$ cat config.mk
export PLATFORM = sky130hd
export DESIGN_NAME = crank_cyl_id
export DESIGN_NICKNAME = d
export VERILOG_FILES = /design/src/rtl/crank_pkg.sv /design/src/rtl/crank_edge_sync.sv /design/src/rtl/crank_angle_meter.sv /design/src/rtl/crank_cyl_tracker.sv /design/src/rtl/crank_cyl_id.sv
export SDC_FILE = /design/constraint.sdc
export NUM_CORES = 1
export LEC_CHECK = 0
export BUFFER_PORTS_ARGS = -buffer_cell sky130_fd_sc_hd__buf_2
export CAP_MARGIN = 40
export CELL_PAD_IN_SITES_DETAIL_PLACEMENT = 0
export CELL_PAD_IN_SITES_GLOBAL_PLACEMENT = 1
export CORE_MARGIN = 2
export CORE_UTILIZATION = 44
export DETAILED_ROUTE_END_ITERATION = 8
export GPL_ROUTABILITY_DRIVEN = 0
export MAX_ROUTING_LAYER = met4
export PLACE_DENSITY_LB_ADDON = 0.1
export SYNTH_ARGS = -nofsm -noshare
export SYNTH_HDL_FRONTEND = slang
export SYNTH_SLANG_ARGS = --single-unit
$ cat constraint.sdc
create_clock -name clk -period 2.35 [get_ports clk]
set_input_delay 0.3525 -clock clk [delete_from_list [all_inputs] [get_ports clk]]
set_output_delay 0.3525 -clock clk [all_outputs]
set_load 0.02 [all_outputs]
$ cat src/rtl/crank_pkg.sv
package crank_pkg;

  // Tracking state of the cylinder locator.
  typedef enum logic {
    SYNC_HUNT = 1'b0,
    SYNC_LOCK = 1'b1
  } sync_state_e;

  // Synchronised track level plus its value one clock earlier.
  typedef struct packed {
    logic level;
    logic last;
  } trk_view_t;

endpackage

$ cat src/rtl/crank_edge_sync.sv
module crank_edge_sync #(
  parameter int STAGES = 2
) (
  input  logic                  clk,
  input  logic                  rst_n,
  input  logic                  trk_i,
  output crank_pkg::trk_view_t  view_o
);

  logic [STAGES-1:0] chain_q, chain_d;
  logic              last_q, last_d;

  always_comb begin
    chain_d = {chain_q[STAGES-2:0], trk_i};
    last_d  = chain_q[STAGES-1];
  end

  always_ff @(posedge clk or negedge rst_n) begin
    if (!rst_n) begin
      chain_q <= '0;
      last_q  <= 1'b0;
    end else begin
      chain_q <= chain_d;
      last_q  <= last_d;
    end
  end

  assign view_o.level = chain_q[STAGES-1];
  assign view_o.last  = last_q;

endmodule

$ cat src/rtl/crank_angle_meter.sv
module crank_angle_meter #(
  parameter int STEPS_PER_REV = 720,
  parameter int NUM_CYL       = 8,
  parameter int REF_MIN       = 20,
  parameter int REF_MAX       = 40
) (
  input  logic clk,
  input  logic rst_n,
  input  logic step_i,
  input  logic notch_lvl_i,
  input  logic tdc_i,
  input  logic notch_end_i,
  output logic [$clog2(STEPS_PER_REV/NUM_CYL+1)-1:0] angle_o,
  output logic ref_notch_o,
  output logic gap_expire_o
);

  localparam int STEPS_PER_CYL = STEPS_PER_REV / NUM_CYL;
  localparam int ANG_W = $clog2(STEPS_PER_CYL + 1);
  localparam int GAP_W = $clog2(STEPS_PER_REV + 1);
  localparam logic [ANG_W-1:0] ANG_MAX  = ANG_W'(STEPS_PER_CYL);
  localparam logic [GAP_W-1:0] GAP_MAX  = GAP_W'(STEPS_PER_REV);
  localparam logic [GAP_W-1:0] GAP_LAST = GAP_W'(STEPS_PER_REV - 1);
  localparam logic [GAP_W-1:0] WID_LO   = GAP_W'(REF_MIN);
  localparam logic [GAP_W-1:0] WID_HI   = GAP_W'(REF_MAX);

  logic [ANG_W-1:0] angle_q, angle_d;
  logic [GAP_W-1:0] gap_q, gap_d;
  logic [GAP_W-1:0] wid_q, wid_d;

  always_comb begin
    angle_d = angle_q;
    gap_d   = gap_q;
    wid_d   = wid_q;
    if (tdc_i) begin
      angle_d = '0;
      gap_d   = '0;
      wid_d   = '0;
    end else if (step_i) begin
      if (angle_q != ANG_MAX) angle_d = angle_q + 1'b1;
      if (gap_q != GAP_MAX)   gap_d   = gap_q + 1'b1;
      if (notch_lvl_i && wid_q != GAP_MAX) wid_d = wid_q + 1'b1;
    end
  end

  always_ff @(posedge clk or negedge rst_n) begin
    if (!rst_n) begin
      angle_q <= '0;
      gap_q   <= '0;
      wid_q   <= '0;
    end else begin
      angle_q <= angle_d;
      gap_q   <= gap_d;
      wid_q   <= wid_d;
    end
  end

  assign angle_o      = angle_q;
  assign ref_notch_o  = notch_end_i && (wid_q >= WID_LO) && (wid_q <= WID_HI);
  assign gap_expire_o = step_i && !tdc_i && (gap_q == GAP_LAST);

  AST_ANGLE_CAP: assert property (@(posedge clk) disable iff (!rst_n)
    angle_q <= ANG_MAX);
  AST_ANGLE_TDC_ZERO: assert property (@(posedge clk) disable iff (!rst_n)
    tdc_i |=> (angle_q == '0));
  AST_ANGLE_STEP: assert property (@(posedge clk) disable iff (!rst_n)
    (step_i && !tdc_i && angle_q != ANG_MAX) |=> (angle_q == $past(angle_q) + 1'b1));

endmodule

$ cat src/rtl/crank_cyl_tracker.sv
module crank_cyl_tracker #(
  parameter int NUM_CYL = 8
) (
  input  logic clk,
  input  logic rst_n,
  input  logic tdc_i,
  input  logic ref_notch_i,
  input  logic gap_expire_i,
  output logic synced_o,
  output logic [NUM_CYL-1:0] hot_o,
  output logic [$clog2(NUM_CYL+1)-1:0] cyl_o
);

  import crank_pkg::*;

  localparam int CYL_W   = $clog2(NUM_CYL + 1);
  localparam int REF_BIT = NUM_CYL - 1;
  localparam logic [CYL_W-1:0]   CYL_LAST  = CYL_W'(NUM_CYL);
  localparam logic [CYL_W-1:0]   CYL_FIRST = CYL_W'(1);
  localparam logic [NUM_CYL-1:0] HOT_ONE   = NUM_CYL'(1);
  localparam logic [NUM_CYL-1:0] HOT_REF   = HOT_ONE << REF_BIT;

  sync_state_e        state_q, state_d;
  logic [NUM_CYL-1:0] hot_q, hot_d;
  logic [CYL_W-1:0]   cnt_q, cnt_d;

  always_comb begin
    state_d = state_q;
    hot_d   = hot_q;
    cnt_d   = cnt_q;
    if (gap_expire_i) begin
      state_d = SYNC_HUNT;
      hot_d   = '0;
      cnt_d   = '0;
    end else if (state_q == SYNC_HUNT) begin
      if (ref_notch_i) begin
        state_d = SYNC_LOCK;
        hot_d   = HOT_REF;
        cnt_d   = CYL_LAST;
      end
    end else if (ref_notch_i && !hot_q[REF_BIT]) begin
      state_d = SYNC_HUNT;
      hot_d   = '0;
      cnt_d   = '0;
    end else if (tdc_i) begin
      hot_d = {hot_q[NUM_CYL-2:0], hot_q[NUM_CYL-1]};
      cnt_d = (cnt_q == CYL_LAST) ? CYL_FIRST : cnt_q + CYL_FIRST;
    end
  end

  always_ff @(posedge clk or negedge rst_n) begin
    if (!rst_n) begin
      state_q <= SYNC_HUNT;
      hot_q   <= '0;
      cnt_q   <= '0;
    end else begin
      state_q <= state_d;
      hot_q   <= hot_d;
      cnt_q   <= cnt_d;
    end
  end

  assign synced_o = (state_q == SYNC_LOCK);
  assign hot_o    = hot_q;
  assign cyl_o    = cnt_q;

  AST_HOT_SHAPE: assert property (@(posedge clk) disable iff (!rst_n)
    $onehot0(hot_q));
  AST_HUNT_EMPTY: assert property (@(posedge clk) disable iff (!rst_n)
    (state_q == SYNC_HUNT) |-> (hot_q == '0 && cnt_q == '0));
  AST_COUNT_AGREES: assert property (@(posedge clk) disable iff (!rst_n)
    (state_q == SYNC_LOCK) |-> (hot_q == (HOT_ONE << (cnt_q - CYL_FIRST))));
  AST_COUNT_STEP: assert property (@(posedge clk) disable iff (!rst_n)
    (state_q == SYNC_LOCK && tdc_i && !gap_expire_i) |=>
      (cnt_q == (($past(cnt_q) == CYL_LAST) ? CYL_FIRST : $past(cnt_q) + CYL_FIRST)));
  AST_LOCK_AT_REF: assert property (@(posedge clk) disable iff (!rst_n)
    (state_q == SYNC_HUNT && ref_notch_i && !gap_expire_i) |=>
      (state_q == SYNC_LOCK && cnt_q == CYL_LAST));
  AST_DROP_MISPLACED: assert property (@(posedge clk) disable iff (!rst_n)
    (state_q == SYNC_LOCK && ref_notch_i && !hot_q[REF_BIT]) |=> (state_q == SYNC_HUNT));
  AST_DROP_STALL: assert property (@(posedge clk) disable iff (!rst_n)
    gap_expire_i |=> (state_q == SYNC_HUNT));

endmodule

$ cat src/rtl/crank_cyl_id.sv
module crank_cyl_id #(
  parameter int STEPS_PER_REV = 720,
  parameter int NUM_CYL       = 8,
  parameter int REF_MIN       = 20,
  parameter int REF_MAX       = 40,
  parameter int SYNC_STAGES   = 2
) (
  input  logic clk,
  input  logic rst_n,
  input  logic hi_trk,
  input  logic lo_trk,
  input  logic spark_in,
  output logic synced,
  output logic [$clog2(NUM_CYL+1)-1:0] cyl_num,
  output logic [NUM_CYL-1:0] coil_sel,
  output logic [NUM_CYL-1:0] coil_out,
  output logic [$clog2(STEPS_PER_REV/NUM_CYL+1)-1:0] angle
);

  import crank_pkg::*;

  localparam int NUM_TRK = 2;
  localparam int TRK_HI  = 0;
  localparam int TRK_LO  = 1;

  logic [NUM_TRK-1:0] trk_raw;
  trk_view_t          view [NUM_TRK];

  assign trk_raw = {lo_trk, hi_trk};

  for (genvar g = 0; g < NUM_TRK; g++) begin : g_trk
    crank_edge_sync #(.STAGES(SYNC_STAGES)) u_sync (
      .clk    (clk),
      .rst_n  (rst_n),
      .trk_i  (trk_raw[g]),
      .view_o (view[g])
    );
  end

  logic step, tdc, notch_end, notch_lvl;
  logic ref_notch, gap_expire;

  assign step      = view[TRK_HI].level ^ view[TRK_HI].last;
  assign tdc       = view[TRK_LO].level & ~view[TRK_LO].last;
  assign notch_end = ~view[TRK_LO].level & view[TRK_LO].last;
  assign notch_lvl = view[TRK_LO].level;

  crank_angle_meter #(
    .STEPS_PER_REV (STEPS_PER_REV),
    .NUM_CYL       (NUM_CYL),
    .REF_MIN       (REF_MIN),
    .REF_MAX       (REF_MAX)
  ) u_meter (
    .clk          (clk),
    .rst_n        (rst_n),
    .step_i       (step),
    .notch_lvl_i  (notch_lvl),
    .tdc_i        (tdc),
    .notch_end_i  (notch_end),
    .angle_o      (angle),
    .ref_notch_o  (ref_notch),
    .gap_expire_o (gap_expire)
  );

  crank_cyl_tracker #(.NUM_CYL(NUM_CYL)) u_track (
    .clk          (clk),
    .rst_n        (rst_n),
    .tdc_i        (tdc),
    .ref_notch_i  (ref_notch),
    .gap_expire_i (gap_expire),
    .synced_o     (synced),
    .hot_o        (coil_sel),
    .cyl_o        (cyl_num)
  );

  assign coil_out = (spark_in && synced) ? coil_sel : '0;

  AST_COIL_SINGLE: assert property (@(posedge clk) disable iff (!rst_n)
    $onehot0(coil_out));
  AST_SEL_NEEDS_SYNC: assert property (@(posedge clk) disable iff (!rst_n)
    (coil_sel != '0) |-> synced);

endmodule

==> impl_metrics.yaml, run 1 <==
status:
  status: "complete, but fails checks"
  violations: "negative hold slack"
routing:
  vias_per_cell: 5.190
  ant_nets: 0
  firstDrtPassIters: 4
  initialDrtViolationCount: 71
  route.detailed.drc: 0
  num_vias: 1858
  routed_wl_mm: 4.942
  drt-wirelength-per-cell_um: 13.80
floorplanning:
  start_util_pct: 45.07
  die_w_um: 78.64
  core_area_mm2: 0.005439
  fp.dieArea_mm2: 0.006183
  placementRows: 27
  die-height_um: 78.64
  ios: 33
clock_tree:
  hold_buffers: 0
  cts_root_buffer: "clkbuf_8"
  worstSkewPairLatency_ps: 290
  clockBufferDepth: 2
  cts_tree: "built"
  cts_setup_buffers: 0
  numCtsBuffers: 5
  cts_max_level: 2
  cts.repair.resized: 0
  path_clk_slew_ps: 80
  cts.sinks: 46
logic_synthesis:
  async_reset_ff_share_pct: 100.0
  synth_area_mm2: 0.002451
  synth-xor-area-share_pct: 8.525
  synthMuxAreaShare_pct: 1.225
  synth_compound_area_share_pct: 10.97
  synth_edf_count: 0
  synth-simple-area-share_pct: 24.91
  synth_area_per_cell_um2: 9.844
  syn_nets: 262
  synth_seq_cells: 46
  synth_cell_types: 51
  synth_top_family_by_area: "simple AND/OR/NAND/NOR gates"
  syn_inst: 249
  synthAdderAreaFrac_pct: 4.084
  ys.warnings.count: 0
  ys.flop_type: "dfrtp_1"
  seq_area_frac_synth_pct: 46.96
layout:
  final_nets: 299
  fill_cells: 516
  antenna_cells: 0
  mostFrequentLayoutCells: "dfrtp_1, nor2_1, buf_2"
  layout-drive-gt1-share_pct: 22.38
  areaGrowthSynthToFinish_pct: 15.47
  layout_commonest_cell: "dfrtp_1"
  post-route-util_pct: 52.04
sta:
  rsz0062_at_grt: "no"
  setup_viol: 0
  fin_tns_setup_ps: 0
  skew_ps: 2.674
  hold_viol: 5
  slew_violations: 0
  post-route-period-util_pct: 83.76
  slew-limit-headroom_pct: 65.01
  tightest_slew_ps: 522.7
  fmax_ghz: 0.5080
  fin_crit_ps: 1968
  hold-worst-slack_ps: -3.511
critical_path:
  worstReg2RegEnd: "u_track.hot_o[0]"
  worstPathRequired_ps: 2530
  critPathLaunchType: "flip-flop"
  cp_data_arrival_time_ps: 2150
  r2r-start: "g_trk[1].u_sync.chain_q[1]"
  path_class: "flip-flop to flip-flop"
  ff2ff_path_depth: 6
  critical_path_peak_fanout: 12
  reg2reg_slack_ps: 380
  end_kind: "flip-flop"
global_routing:
  grt_util_all_layers_pct: 18.07
  gr-total-overflow: 0
  grt_max_degree: 21
  grt_pass1_vias: 1847
  grt_pass1_wl_mm: 8.694
  antenna_found_initial: 0
placed_design:
  portBuffers: 32
  place_hpwl_mm: 3.515
run:
  max_cap_violations: 0
worst_hold_path:
  hold_path_class: "primary input to async pin"
power:
  cellPowerDensity_mw_per_mm2: 642.6
  max-vdd-ir-drop_mv: 0.3719
  p_leak_uw: 0.001383
state kept, by name, summed over array words and instances (netlist names):
| register | count |
|---|---|
| u_meter.wid_q | 10 |
| g_trk.u_sync.chain_q | 4 |
| g_trk.u_sync.last_q | 2 |
| u_track.synced_o | 1 |
| u_meter.angle_o | 7 |
| u_meter.gap_q | 10 |
| u_track.hot_o | 8 |
| u_track.cyl_o | 4 |
how the worst max path moves through the flow:
stage / from / end / slack, ps / cells past startpoint
after floorplan: u_meter.gap_q[1] / u_track.hot_o[0] / 660 / 6
after global placement: g_trk[1].u_sync.chain_q[1] / u_track.hot_o[0] / 430 / 6
after detailed placement: g_trk[1].u_sync.chain_q[1] / u_track.hot_o[0] / 360 / 6
after CTS: g_trk[1].u_sync.chain_q[1] / u_track.hot_o[0] / 360 / 6
after global routing: g_trk[1].u_sync.chain_q[1] / u_track.hot_o[0] / 230 / 6
final: g_trk[1].u_sync.chain_q[1] / u_track.hot_o[0] / 380 / 6
power breakdown:
part | internal (uW) | switching [uW]
clock | 341 | 262
combinational | 117 | 160
sequential | 853 | 86.4
cells in the mapped netlist, types with 2 or more instances:
cell / number / area (um2)
nor2_1: 36 / 135.1
nand2_1: 26 / 97.59
nand4_1: 9 / 56.30
a31oi_1: 2 / 12.51
buf_1: 2 / 7.510
dfrtp_1: 46 / 1151
nor4_2: 2 / 25.02
clkbuf_1: 5 / 18.77
buf_2: 2 / 10.01
inv_1: 12 / 45.04
o21ai_2: 3 / 26.28
nand3_1: 10 / 50.05
nor3_1: 2 / 10.01
a2bb2oi_1: 4 / 35.03
xor2_1: 15 / 131.4
a21oi_1: 3 / 15.01
xnor2_1: 7 / 61.31
nand2b_1: 2 / 12.51
o21ai_0: 8 / 40.04
and2_1: 2 / 12.51
and3_1: 12 / 75.07
ha_1: 8 / 100.1
mux2i_1: 3 / 30.03
metrics by stage:
step	total power (uW)	setup slack [ps]	cells	hold slack [ps]	cell area, um2
floorplan	1136	660.5	249	56.91	2451
global placement	1231	428.4	351	333.6	2718
detailed placement	1234	364.1	351	334.7	2718
CTS	1837	359.7	358	9.620	2830
global route	1925	225.0	358	23.51	2830
finish	1819	381.5	358	-3.511	2830
metal layers:
layer	part of all wire, %	GRT usage [%]
met1	52	24.85
met2	44	27.52
met3	3.6	2.874
met4	0.87	5.789
met5	0	-
critical path: stages (launching register included):
cell,delay (ps)
dfrtp_1,430
nor2b_4,150
buf_4,180
nor4_2,250
nor4b_4,490
or2_4,270
o22ai_2,80
layout make-up:
cell class	count	area, um2	share of cell area, %
clock buffers	6	82.58	2.918
multi-input cells	182	1219	43.06
flip-flops and latches	46	1151	40.67
clock inverters	1	30.03	1.061
well taps	72	90.09	3.183
inverters	12	45.04	1.592
repair buffers	39	212.7	7.515
cells by family (layout without fill, tap and decap cells):
group	after synthesis	count (layout)
flip-flops	46	46
multiplexers	3	3
adder cells (fa/ha/maj)	8	8
buffers and inverters	21	58
AND/OR/NAND/NOR	115	115
XOR/XNOR	23	23
AO/OA/AOI/OAI	33	33
Note: power is estimated with default switching activity, not from simulation.
==> run 2, diff against run 1 <==
==> constraint.sdc (replaced) <==
create_clock -name clk -period 2 [get_ports clk]
set_input_delay 0.3 -clock clk [delete_from_list [all_inputs] [get_ports clk]]
set_output_delay 0.3 -clock clk [all_outputs]
set_load 0.02 [all_outputs]
==> run 2 against run 1 <==
Against the previous run:
- the run now ends clean
- fmax rose by 11%
- global-route usage grew 0.11 points
- sequential power up 17%
- setup slack worse by 160 ps
- final area decreased by 0.40%
- hold slack better by 110 ps
- critical path depth unchanged
- sequential share of layout area rose by 0.16 points
- die area is the same
- via count is 0.97% higher
- clock skew increased by 4.3 ps
- clock power down 3%
- critical path type unchanged
- largest power group unchanged
==> impl_metrics.yaml, run 2 (same netlist as run 1, synthesis figures left out) <==
status:
  status: "complete, no violations"
critical_path:
  critPathLaunchType: "flip-flop"
  path_class: "flip-flop to flip-flop"
  critPathMaxStageDelay_ps: 400
  critPathSlowestCell: "dfrtp_1"
  critical_path_peak_fanout: 5
  ff2ff_path_depth: 6
  end_kind: "flip-flop"
  cp.depth: 6
  crit_start: "u_meter.gap_q[1]"
  r2r-start: "u_meter.gap_q[1]"
  endpoint: "u_track.hot_o[0]"
  cp_data_arrival_time_ps: 1960
  crit_family: "simple AND/OR/NAND/NOR gates"
  worstReg2RegEnd: "u_track.hot_o[0]"
  worst-path-buf-inv: 0
  reg2reg_slack_ps: 230
  crit_path_cell_trace: "ha_1 -> nand3_2 -> nor4_2 -> nor4b_4 -> or2_4 -> o22ai_2"
  worstPathRequired_ps: 2180
clock_tree:
  clockBufferDepth: 2
  cts_root_buffer: "clkbuf_8"
  cts_tree: "built"
  cts_max_level: 2
  path_clk_slew_ps: 90
  numCtsBuffers: 5
  cts.sinks: 46
  worstSkewPairLatency_ps: 300
  cts_setup_buffers: 0
run:
  max_cap_violations: 0
floorplanning:
  start_util_pct: 45.07
  core_area_mm2: 0.005439
  placementRows: 27
  fp.dieArea_mm2: 0.006183
  die_w_um: 78.64
  die-height_um: 78.64
  ios: 33
layout:
  multi_input_area_mm2: 0.001219
  seq_area_mm2: 0.001151
  layout-drive-gt1-share_pct: 22.22
  areaGrowthSynthToFinish_pct: 15.01
  fill_cells: 522
  layout_commonest_cell: "dfrtp_1"
  antenna_cells: 0
  final_nets: 300
  mostFrequentLayoutCells: "dfrtp_1, nor2_1, buf_2"
global_routing:
  grt_util_all_layers_pct: 18.18
  grt_max_degree: 21
  grt_pass1_wl_mm: 8.638
  antenna_found_initial: 0
  gr-total-overflow: 0
  grt_pass1_vias: 1867
sta:
  fmax_ghz: 0.5634
  rsz0062_at_grt: "no"
  slew_violations: 0
  post-route-period-util_pct: 88.74
  hold_viol: 0
  fin_tns_setup_ps: 0
  hold-worst-slack_ps: 107.2
  tightest_slew_ps: 468.6
  fin_crit_ps: 1775
  setup_ws_ps: 225.1
  slew-limit-headroom_pct: 68.54
  setup_viol: 0
  skew_ps: 6.960
routing:
  initialDrtViolationCount: 41
  num_vias: 1876
  vias_per_cell: 5.211
  drt-wirelength-per-cell_um: 13.58
  ant_nets: 0
  route.detailed.drc: 0
  firstDrtPassIters: 4
  routed_wl_mm: 4.889
placed_design:
  portBuffers: 32
  post-place-ws_ps: 211.0
  place_hpwl_mm: 3.547
power:
  p_int_uw: 1422
  max-vdd-ir-drop_mv: 0.4531
  power_frac_seq_pct: 54.4
  cellPowerDensity_mw_per_mm2: 716.3
  sw_frac_of_total_pct: 29.59
  p_leak_uw: 0.001381
  switching_power_uw: 597.5
  power_frac_clock_pct: 29.1
  pwr-share-comb_pct: 16.5
worst_hold_path:
  hold_path_class: "primary input to flip-flop"
[run 2: cell count changes in the layout (fill, tap and decap cells not counted), sizes merged]
cell,previous run,this run
bufinv,1,0
clkbuf,6,7
clkinv,0,1
dlygate4sd3,0,1
[run 2: layout make-up]
cell class | count | share of cell area, %
sequential | 46 | 40.83
clock buffer | 7 | 3.063
inverter | 12 | 1.598
tap | 72 | 3.196
multi-input combinational | 182 | 43.23
timing repair buffer | 40 | 7.901
clock inverter | 1 | 0.1775
[run 2: repair_timing]
action                                  CTS  global route
gates resized for setup                   0             0
endpoints found under the hold margin    18             0
endpoints found under the setup margin    0             0
hold buffers                              1             0
[run 2: stage by stage]
step / instance area [um2] / instances / total power, uW / util [%]
floorplan: 2451 / 249 / 1335 / -
global placement: 2718 / 351 / 1449 / 49.97
detailed placement: 2718 / 351 / 1453 / 49.97
CTS: 2819 / 360 / 2048 / 51.83
global route: 2819 / 360 / 2146 / 51.83
finish: 2819 / 360 / 2019 / 51.83
[run 2: metal layers]
layer | vias to the layer above | GRT usage (%) | share of wire [%] | routed length (um)
li1 | 931 | - | - | -
met2 | 44 | 27.95 | 45 | 2216
met1 | 895 | 23.36 | 48 | 2369
met5 | - | - | 0 | 0
met3 | 6 | 4.138 | 4.8 | 233
met4 | 0 | 7.368 | 1.4 | 70
[run 2: worst reg2reg max path: stages, from the launching register on]
cell and delay, ps:
dfrtp_1 400, ha_1 200, nand3_2 130, nor4_2 240
nor4b_4 370, or2_4 250, o22ai_2 80
[run 2: power groups by stage]
stage	logic [uW]	clock network (uW)	registers [uW]
2_1_floorplan	204	0	1130
3_3_place_gp	335	0	1110
3_5_place_dp	337	0	1120
4_1_cts	341	610	1100
5_1_grt	384	648	1110
6_report	333	587	1100
[run 2: how the worst min path moves through the flow]
stage                     slack, ps  cells after the start                    endpoint   start
after floorplan                   4                      0  g_trk[0].u_sync.chain_q[0]   rst_n
after global placement          290                      1            u_track.cyl_o[2]   rst_n
after detailed placement        290                      1            u_track.cyl_o[2]   rst_n
after CTS                        90                      1  g_trk[1].u_sync.chain_q[0]  lo_trk
after global routing             90                      1  g_trk[1].u_sync.chain_q[0]  lo_trk
final                           110                      1  g_trk[1].u_sync.chain_q[0]  lo_trk
